==> src/rtl/vm_xlate_pkg.sv <==
package vm_xlate_pkg;
  typedef enum logic [1:0] {
    ST_LOOK  = 2'd0,
    ST_WAIT  = 2'd1,
    ST_UNDEF = 2'd2
  } xl_state_e;

  localparam int PERM_W  = 2;
  localparam int PERM_RD = 0;
  localparam int PERM_WR = 1;
endpackage

==> src/rtl/vm_xlate_cam.sv <==
module vm_xlate_cam #(
  parameter int ENTRIES = 4,
  parameter int VPN_W   = 8,
  parameter int FRM_W   = 8,
  localparam int IDX_W  = $clog2(ENTRIES)
) (
  input  logic                             clk,
  input  logic                             rst_n,
  input  logic                             flush,
  input  logic [VPN_W-1:0]                 look_vpn,
  output logic                             hit,
  output logic [IDX_W-1:0]                 hit_idx,
  output logic [FRM_W-1:0]                 hit_frame,
  output logic [vm_xlate_pkg::PERM_W-1:0]  hit_perm,
  output logic                             has_free,
  output logic [IDX_W-1:0]                 free_idx,
  input  logic                             ins_en,
  input  logic [IDX_W-1:0]                 ins_idx,
  input  logic [VPN_W-1:0]                 ins_vpn,
  input  logic [FRM_W-1:0]                 ins_frame,
  input  logic [vm_xlate_pkg::PERM_W-1:0]  ins_perm
);
  import vm_xlate_pkg::*;

  logic [ENTRIES-1:0]     slot_ok;
  logic [VPN_W-1:0]       slot_vpn   [ENTRIES];
  logic [FRM_W-1:0]       slot_frame [ENTRIES];
  logic [PERM_W-1:0]      slot_perm  [ENTRIES];
  logic [ENTRIES-1:0]     match;

  for (genvar g = 0; g < ENTRIES; g++) begin : g_slot
    // Install writes its own slot after a flush in the same cycle.
    always_ff @(posedge clk) begin
      if (!rst_n) begin
        slot_ok[g]    <= 1'b0;
        slot_vpn[g]   <= '0;
        slot_frame[g] <= '0;
        slot_perm[g]  <= '0;
      end else begin
        if (flush) slot_ok[g] <= 1'b0;
        if (ins_en && ins_idx == IDX_W'(g)) begin
          slot_ok[g]    <= 1'b1;
          slot_vpn[g]   <= ins_vpn;
          slot_frame[g] <= ins_frame;
          slot_perm[g]  <= ins_perm;
        end
      end
    end
    assign match[g] = slot_ok[g] && (slot_vpn[g] == look_vpn);
  end

  always_comb begin
    hit       = |match;
    hit_idx   = '0;
    hit_frame = '0;
    hit_perm  = '0;
    for (int i = 0; i < ENTRIES; i++) begin
      if (match[i]) begin
        hit_idx   = hit_idx   | IDX_W'(i);
        hit_frame = hit_frame | slot_frame[i];
        hit_perm  = hit_perm  | slot_perm[i];
      end
    end
  end

  always_comb begin
    has_free = ~&slot_ok;
    free_idx = '0;
    for (int i = ENTRIES - 1; i >= 0; i--) begin
      if (!slot_ok[i]) free_idx = IDX_W'(i);
    end
  end
endmodule

==> src/rtl/vm_xlate_lru.sv <==
module vm_xlate_lru #(
  parameter int ENTRIES = 4,
  localparam int IDX_W  = $clog2(ENTRIES)
) (
  input  logic             clk,
  input  logic             rst_n,
  input  logic             use_en,
  input  logic [IDX_W-1:0] use_idx,
  output logic [IDX_W-1:0] oldest_idx
);
  // Ages form a permutation of 0..ENTRIES-1; 0 is most recent.
  logic [IDX_W-1:0] age [ENTRIES];
  logic [IDX_W-1:0] used_age;

  always_comb begin
    used_age = '0;
    for (int i = 0; i < ENTRIES; i++) begin
      if (use_idx == IDX_W'(i)) used_age = age[i];
    end
  end

  for (genvar g = 0; g < ENTRIES; g++) begin : g_age
    always_ff @(posedge clk) begin
      if (!rst_n) begin
        age[g] <= IDX_W'(g);
      end else if (use_en) begin
        if (use_idx == IDX_W'(g))  age[g] <= '0;
        else if (age[g] < used_age) age[g] <= age[g] + 1'b1;
      end
    end
  end

  always_comb begin
    oldest_idx = '0;
    for (int i = 0; i < ENTRIES; i++) begin
      if (age[i] == IDX_W'(ENTRIES - 1)) oldest_idx = IDX_W'(i);
    end
  end
endmodule

==> src/rtl/vm_xlate_ctrl.sv <==
module vm_xlate_ctrl (
  input  logic clk,
  input  logic rst_n,
  input  logic req_valid,
  input  logic hit,
  input  logic perm_ok,
  input  logic rsp_valid,
  input  logic rsp_defined,
  output logic ready,
  output logic accept,
  output logic grant,
  output logic fault_undef,
  output logic fault_prot,
  output logic rd_en,
  output logic ins_en
);
  import vm_xlate_pkg::*;

  xl_state_e st_q, st_d;

  always_comb begin
    ready       = (st_q == ST_LOOK && hit) || (st_q == ST_UNDEF);
    accept      = req_valid && ready;
    fault_undef = accept && (st_q == ST_UNDEF);
    fault_prot  = accept && (st_q == ST_LOOK) && !perm_ok;
    grant       = accept && (st_q == ST_LOOK) && perm_ok;
    rd_en       = (st_q == ST_LOOK) && req_valid && !hit;
    ins_en      = (st_q == ST_WAIT) && rsp_valid && rsp_defined;
  end

  always_comb begin
    st_d = st_q;
    unique case (st_q)
      ST_LOOK:  if (rd_en) st_d = ST_WAIT;
      ST_WAIT:  if (rsp_valid) st_d = rsp_defined ? ST_LOOK : ST_UNDEF;
      ST_UNDEF: if (req_valid) st_d = ST_LOOK;
      default:  st_d = ST_LOOK;
    endcase
  end

  always_ff @(posedge clk) begin
    if (!rst_n) st_q <= ST_LOOK;
    else        st_q <= st_d;
  end
endmodule

==> src/rtl/vm_xlate.sv <==
module vm_xlate #(
  parameter int VA_W    = 12,
  parameter int PA_W    = 12,
  parameter int OFS_W   = 4,
  parameter int ENTRIES = 4,
  localparam int VPN_W  = VA_W - OFS_W,
  localparam int FRM_W  = PA_W - OFS_W,
  localparam int IDX_W  = $clog2(ENTRIES)
) (
  input  logic             clk,
  input  logic             rst_n,
  input  logic             flush,
  input  logic             req_valid,
  output logic             req_ready,
  input  logic [VA_W-1:0]  req_vaddr,
  input  logic             req_write,
  output logic             xl_valid,
  output logic [PA_W-1:0]  xl_paddr,
  output logic             xl_fault_undef,
  output logic             xl_fault_prot,
  output logic             pt_rd_en,
  output logic [VPN_W-1:0] pt_rd_vpn,
  input  logic             pt_rsp_valid,
  input  logic             pt_rsp_defined,
  input  logic [FRM_W-1:0] pt_rsp_frame,
  input  logic [1:0]       pt_rsp_prot
);
  import vm_xlate_pkg::*;

  logic [VPN_W-1:0]  vpn;
  logic [OFS_W-1:0]  ofs;
  logic              hit, has_free, perm_ok, grant, ins_en;
  logic [IDX_W-1:0]  hit_idx, free_idx, oldest_idx, victim_idx, use_idx;
  logic [FRM_W-1:0]  hit_frame;
  logic [PERM_W-1:0] hit_perm;

  assign vpn = req_vaddr[VA_W-1:OFS_W];
  assign ofs = req_vaddr[OFS_W-1:0];

  vm_xlate_cam #(.ENTRIES(ENTRIES), .VPN_W(VPN_W), .FRM_W(FRM_W)) cam_i (
    .clk(clk), .rst_n(rst_n), .flush(flush),
    .look_vpn(vpn), .hit(hit), .hit_idx(hit_idx),
    .hit_frame(hit_frame), .hit_perm(hit_perm),
    .has_free(has_free), .free_idx(free_idx),
    .ins_en(ins_en), .ins_idx(victim_idx), .ins_vpn(vpn),
    .ins_frame(pt_rsp_frame), .ins_perm(pt_rsp_prot)
  );

  assign victim_idx = has_free ? free_idx : oldest_idx;
  assign use_idx    = ins_en ? victim_idx : hit_idx;

  vm_xlate_lru #(.ENTRIES(ENTRIES)) lru_i (
    .clk(clk), .rst_n(rst_n),
    .use_en(ins_en || (xl_valid && !xl_fault_undef)),
    .use_idx(use_idx), .oldest_idx(oldest_idx)
  );

  assign perm_ok = req_write ? hit_perm[PERM_WR] : hit_perm[PERM_RD];

  vm_xlate_ctrl ctrl_i (
    .clk(clk), .rst_n(rst_n), .req_valid(req_valid),
    .hit(hit), .perm_ok(perm_ok),
    .rsp_valid(pt_rsp_valid), .rsp_defined(pt_rsp_defined),
    .ready(req_ready), .accept(xl_valid), .grant(grant),
    .fault_undef(xl_fault_undef), .fault_prot(xl_fault_prot),
    .rd_en(pt_rd_en), .ins_en(ins_en)
  );

  assign pt_rd_vpn = vpn;
  assign xl_paddr  = grant ? {hit_frame, ofs} : '0;
endmodule

==> config.mk <==
export PLATFORM = sky130hd
export DESIGN_NAME = vm_xlate
export DESIGN_NICKNAME = d
export VERILOG_FILES = /design/src/rtl/vm_xlate_pkg.sv /design/src/rtl/vm_xlate_cam.sv /design/src/rtl/vm_xlate_lru.sv /design/src/rtl/vm_xlate_ctrl.sv /design/src/rtl/vm_xlate.sv
export SDC_FILE = /design/constraint.sdc
export NUM_CORES = 1
export LEC_CHECK = 0
export ABC_AREA = 1
export ABC_CLOCK_PERIOD_IN_PS = 4000
export BUFFER_PORTS_ARGS = -buffer_cell sky130_fd_sc_hd__clkbuf_2
export CAP_MARGIN = 5
export CELL_PAD_IN_SITES_DETAIL_PLACEMENT = 1
export CELL_PAD_IN_SITES_GLOBAL_PLACEMENT = 1
export CORE_ASPECT_RATIO = 0.6
export CORE_UTILIZATION = 45
export CTS_BUF_LIST = sky130_fd_sc_hd__clkbuf_2 sky130_fd_sc_hd__clkbuf_4 sky130_fd_sc_hd__clkbuf_8
export CTS_CLUSTER_DIAMETER = 40
export DETAILED_ROUTE_END_ITERATION = 12
export PLACE_DENSITY_LB_ADDON = 0.1
export SLEW_MARGIN = 20
export SYNTH_ARGS = -nofsm -noshare
export SYNTH_HDL_FRONTEND = slang
export SYNTH_SLANG_ARGS = --single-unit
==> constraint.sdc <==
create_clock -name clk -period 4 [get_ports clk]
set_input_delay 0.6 -clock clk [delete_from_list [all_inputs] [get_ports clk]]
set_output_delay 0.6 -clock clk [all_outputs]
set_load 0.01 [all_outputs]
==> qor.csv <==
stage;metric;value;unit
outcome;status;completed;
setup_path;Worst setup EP type;output pin;
drt;vias;3856;
clocking;Resize count post-CTS;0;
setup_path;Buf/Inv on CP;4;
hold_path;Hold Path Depth;2;
setup_path;Critical Path AT;2800;ps
global_routing;GRT Resource Usage Total;24.5;%
layout;fin nets;643;
clocking;clk sinks;86;
layout;fin area;5410;um2
clocking;H-tree lvl count;3;
synthesis;syn avg cell area;8.75;um2
floorplanning;Rows;29;
timing;Min Hold Slack;465;ps
drt;Via density;5.13;
timing;RSZ-0062 raised after global routing;no;
setup_path;CP Cell Sequence;clkbuf_2, inv_2, nor2_1, nor2_1, nand3b_1, nor3_1, and2_1, nand2_1, nand3_2, nor2_2, clkinv_2, nand4_4, nor2_1, clkbuf_2;
synthesis;Post-Syn Nets;594;
synthesis;Yosys Warn Count;0;
timing;Slew headroom;26.3;%
global_routing;first-pass GRT wire length;20100;um
layout;Ant. Diodes;0;
synthesis;FFs w/ async S/R, synth;0;%
layout;# fillers;1276;
timing;Slew Limit Fails;0;
drt;DR pass1 iterations;4;
drt;DR WL/cell;17.4;um
placement;HPWL after DPL;9580;um
clocking;Reg clk slew, reported paths;100;ps
setup_path;Worst EP required;3400;ps
floorplanning;Die W;136;um
setup_path;Critical Path Most Common Cell;nor2_1;
synthesis;Primary FF master, synth;edfxtp_1;
global_routing;largest net degree at the start of global routing;20;
floorplanning;die area;11300;um2
placement;Area after DPL;5220;um2
drt;Post-DRT Antenna Nets;0;
synthesis;synthesized instance count;558;
clocking;Post CTS Setup Buffer Count;0;
timing;Slew @ Worst Pin;1100;ps
clocking;Clock Root Buffer;clkbuf_8;
layout;area delta synth->final;10.8;%
global_routing;vias in the first global route;3794;
hold_path;Tightest Hold Check Type;in2reg;
floorplanning;Initial Util;46.2;%
placement;# port buffers;53;
floorplanning;Die Y;82.7;um
timing;Max Fclk;0.294;GHz
synthesis;complex-gate fraction of the synthesized area;6.38;%
floorplanning;Core ar.;10600;um2
run;maxcap violations;0;
timing;Final min period;3400;ps
global_routing;initial antenna violation count;0;
timing;Final Hold Vio Count;0;
setup_path;Critical Path Start Type;input port;
clocking;Hold Buf Count CTS;0;
synthesis;Distinct cells, synth;42;
power;total power;1.82;mW
placement;final RePlAce weighted congestion;0.863;
clocking;worst skew pair latency;370;ps
synthesis;mux cell area share after synthesis;0;%
floorplanning;io pins;54;
timing;Final setup violation count;0;
synthesis;Post-Syn Area;4880;um2
setup_path;max incr delay on CP;330;ps
power;leak pwr;2.40;nW
setup_path;Critical-path top delay cell;nand4_4;
setup_path;Reg2Reg Capture Point;lru_i.age[1][3]$_DFFE_PP_;
synthesis;post-synthesis simple-gate area fraction;30.1;%
clocking;clk buf depth;2;
setup_path;Worst Reg-to-Reg Cells;21;
timing;total negative slack;0;ps
setup_path;critical setup path kind;in2out;
setup_path;Top delay family on crit path;simple AND/OR/NAND/NOR gates;
global_routing;gr ovfl total;0;
setup_path;reg2reg setup slack;820;ps
synthesis;#FFs+latches synth;86;
hold_path;hold path startpoint;flush;
synthesis;combinational family with the most area after synthesis;simple AND/OR/NAND/NOR gates;
drt;Routed WL;13100;um
timing;clk_skew;14.3;ps
timing;fin crit share;85.0;%
drt;Iter 0 DRT Violations;218;
synthesis;Seq/Total Area, Yosys;51.7;%
layout;layout cells sized above 1;21.6;%
clocking;CTS tree;done;
power;PwrDens;337;nW/um2
clocking;CTS Buf Count;9;
setup_path;RR Startpoint;lru_i.age[1][1]$_SDFFCE_PN1P_;
hold_path;Worst Hold End;cam_i.slot_ok[0]$_SDFFE_PN0P_;
setup_path;CP max FO;12;
synthesis;Post-Synth XOR/XNOR Area;0.897;%
power;VDD IR-drop max;181;uV
drt;DRC Markers;0;
synthesis;Post-synth EDFFs;80;
synthesis;Adder-Cell Fraction of Synth Area;1.79;%
kinds of logic after synthesis:
kind of cell	after synthesis
AOI/OAI and AO/OA	46
buffers and inverters	98
xor gates and xnor gates	5
adders and majority gates	7
and+or+nand+nor	316
DFF	86
cells in the mapped netlist (3+ instances only):
library cell | instances | area [um2]
nor2_1 | 114 | 428
or2_2 | 4 | 25.0
a221oi_1 | 4 | 35.0
buf_4 | 10 | 75.1
nand3_1 | 20 | 100
inv_1 | 64 | 240
edfxtp_1 | 80 | 2400
o21ai_1 | 3 | 15.0
dfxtp_1 | 6 | 120
nand2_1 | 118 | 443
inv_2 | 13 | 48.8
xor2_1 | 3 | 26.3
nand3b_1 | 3 | 22.5
o31ai_1 | 4 | 30.0
nand4_1 | 5 | 31.3
o21ai_0 | 8 | 40.0
nor2_4 | 8 | 90.1
nor3_1 | 6 | 30.0
clkbuf_1 | 6 | 22.5
ha_1 | 7 | 87.6
nand2_4 | 3 | 33.8
a21oi_1 | 11 | 55.1
buf_6 | 3 | 33.8
a22o_1 | 12 | 105
nand2_2 | 10 | 62.6
nor2_2 | 10 | 62.6
nand3_2 | 4 | 40.0
cell type report:
cell class,instances,area (um2),share of cell area [%]
inverters,78,294,5.43
clock inverters,7,71.3,1.32
clock buffers,9,124,2.29
well taps,139,174,3.21
flip-flops and latches,86,2520,46.6
repair buffers,58,303,5.60
multi-input cells,374,1920,35.5
cells in the final DEF, fill, tap and decap left out, types with 11 or more instances in the layout:
master / netlist / routed
nor2_1: 114 / 114
clkbuf_2: 0 / 53
a21oi_1: 11 / 11
inv_2: 13 / 13
nand3_1: 20 / 20
inv_1: 64 / 64
nand2_1: 118 / 118
edfxtp_1: 80 / 80
a22o_1: 12 / 12
registers in the layout (all words and copies together) (netlist names):
signal	cells
cam_i.slot_vpn	32
cam_i.slot_ok	4
lru_i.age	8
cam_i.slot_perm	8
ctrl_i.st_q	2
cam_i.slot_frame	32
per-layer routing:
metal	wire length, um	global-route usage (%)	vias up	part of all wire (%)
met3	956	5.31	9	7.3
li1	-	-	1904	-
met1	6160	34.0	1831	47
met5	0	0	-	0
met4	102	5.89	0	0.78
met2	5870	39.0	112	45
worst register-to-register path, delay by kind of cell (launching register included):
kind | cells | cell delay [ps]
AND/OR/NAND/NOR | 12 | 1190
adder cells (fa/ha/maj) | 2 | 470
flip-flops | 1 | 460
AO/OA/AOI/OAI | 3 | 420
buffers and inverters | 4 | 350
report_power, final:
part / switching, mW / internal [mW]
registers: 0.0153 / 1.01
logic: 0.121 / 0.0515
clock network: 0.333 / 0.290
worst max-delay path by stage:
stage / to / from / slack [ps] / cells after the start
6_report: xl_paddr[11] / req_vaddr[10] / 600 / 14
5_1_grt: xl_paddr[11] / req_vaddr[10] / 430 / 14
4_1_cts: xl_paddr[4] / req_vaddr[10] / 580 / 14
3_5_place_dp: xl_paddr[4] / req_vaddr[10] / 590 / 14
3_3_place_gp: xl_paddr[7] / req_vaddr[10] / 680 / 14
2_1_floorplan: cam_i.slot_frame[3][0]$_SDFFCE_PN0P_ / lru_i.age[1][0]$_SDFFCE_PN0P_ / 1100 / 10
stage by stage:
step | std cells | util, % | setup WS, ps
after global routing | 751 | 51.2 | 432
final | 751 | 51.2 | 598
after global placement | 735 | 49.4 | 678
after detailed placement | 735 | 49.4 | 592
after floorplan | 558 | - | 1100
after CTS | 751 | 51.2 | 579
No activity file was read; power rests on OpenSTA's default activity.
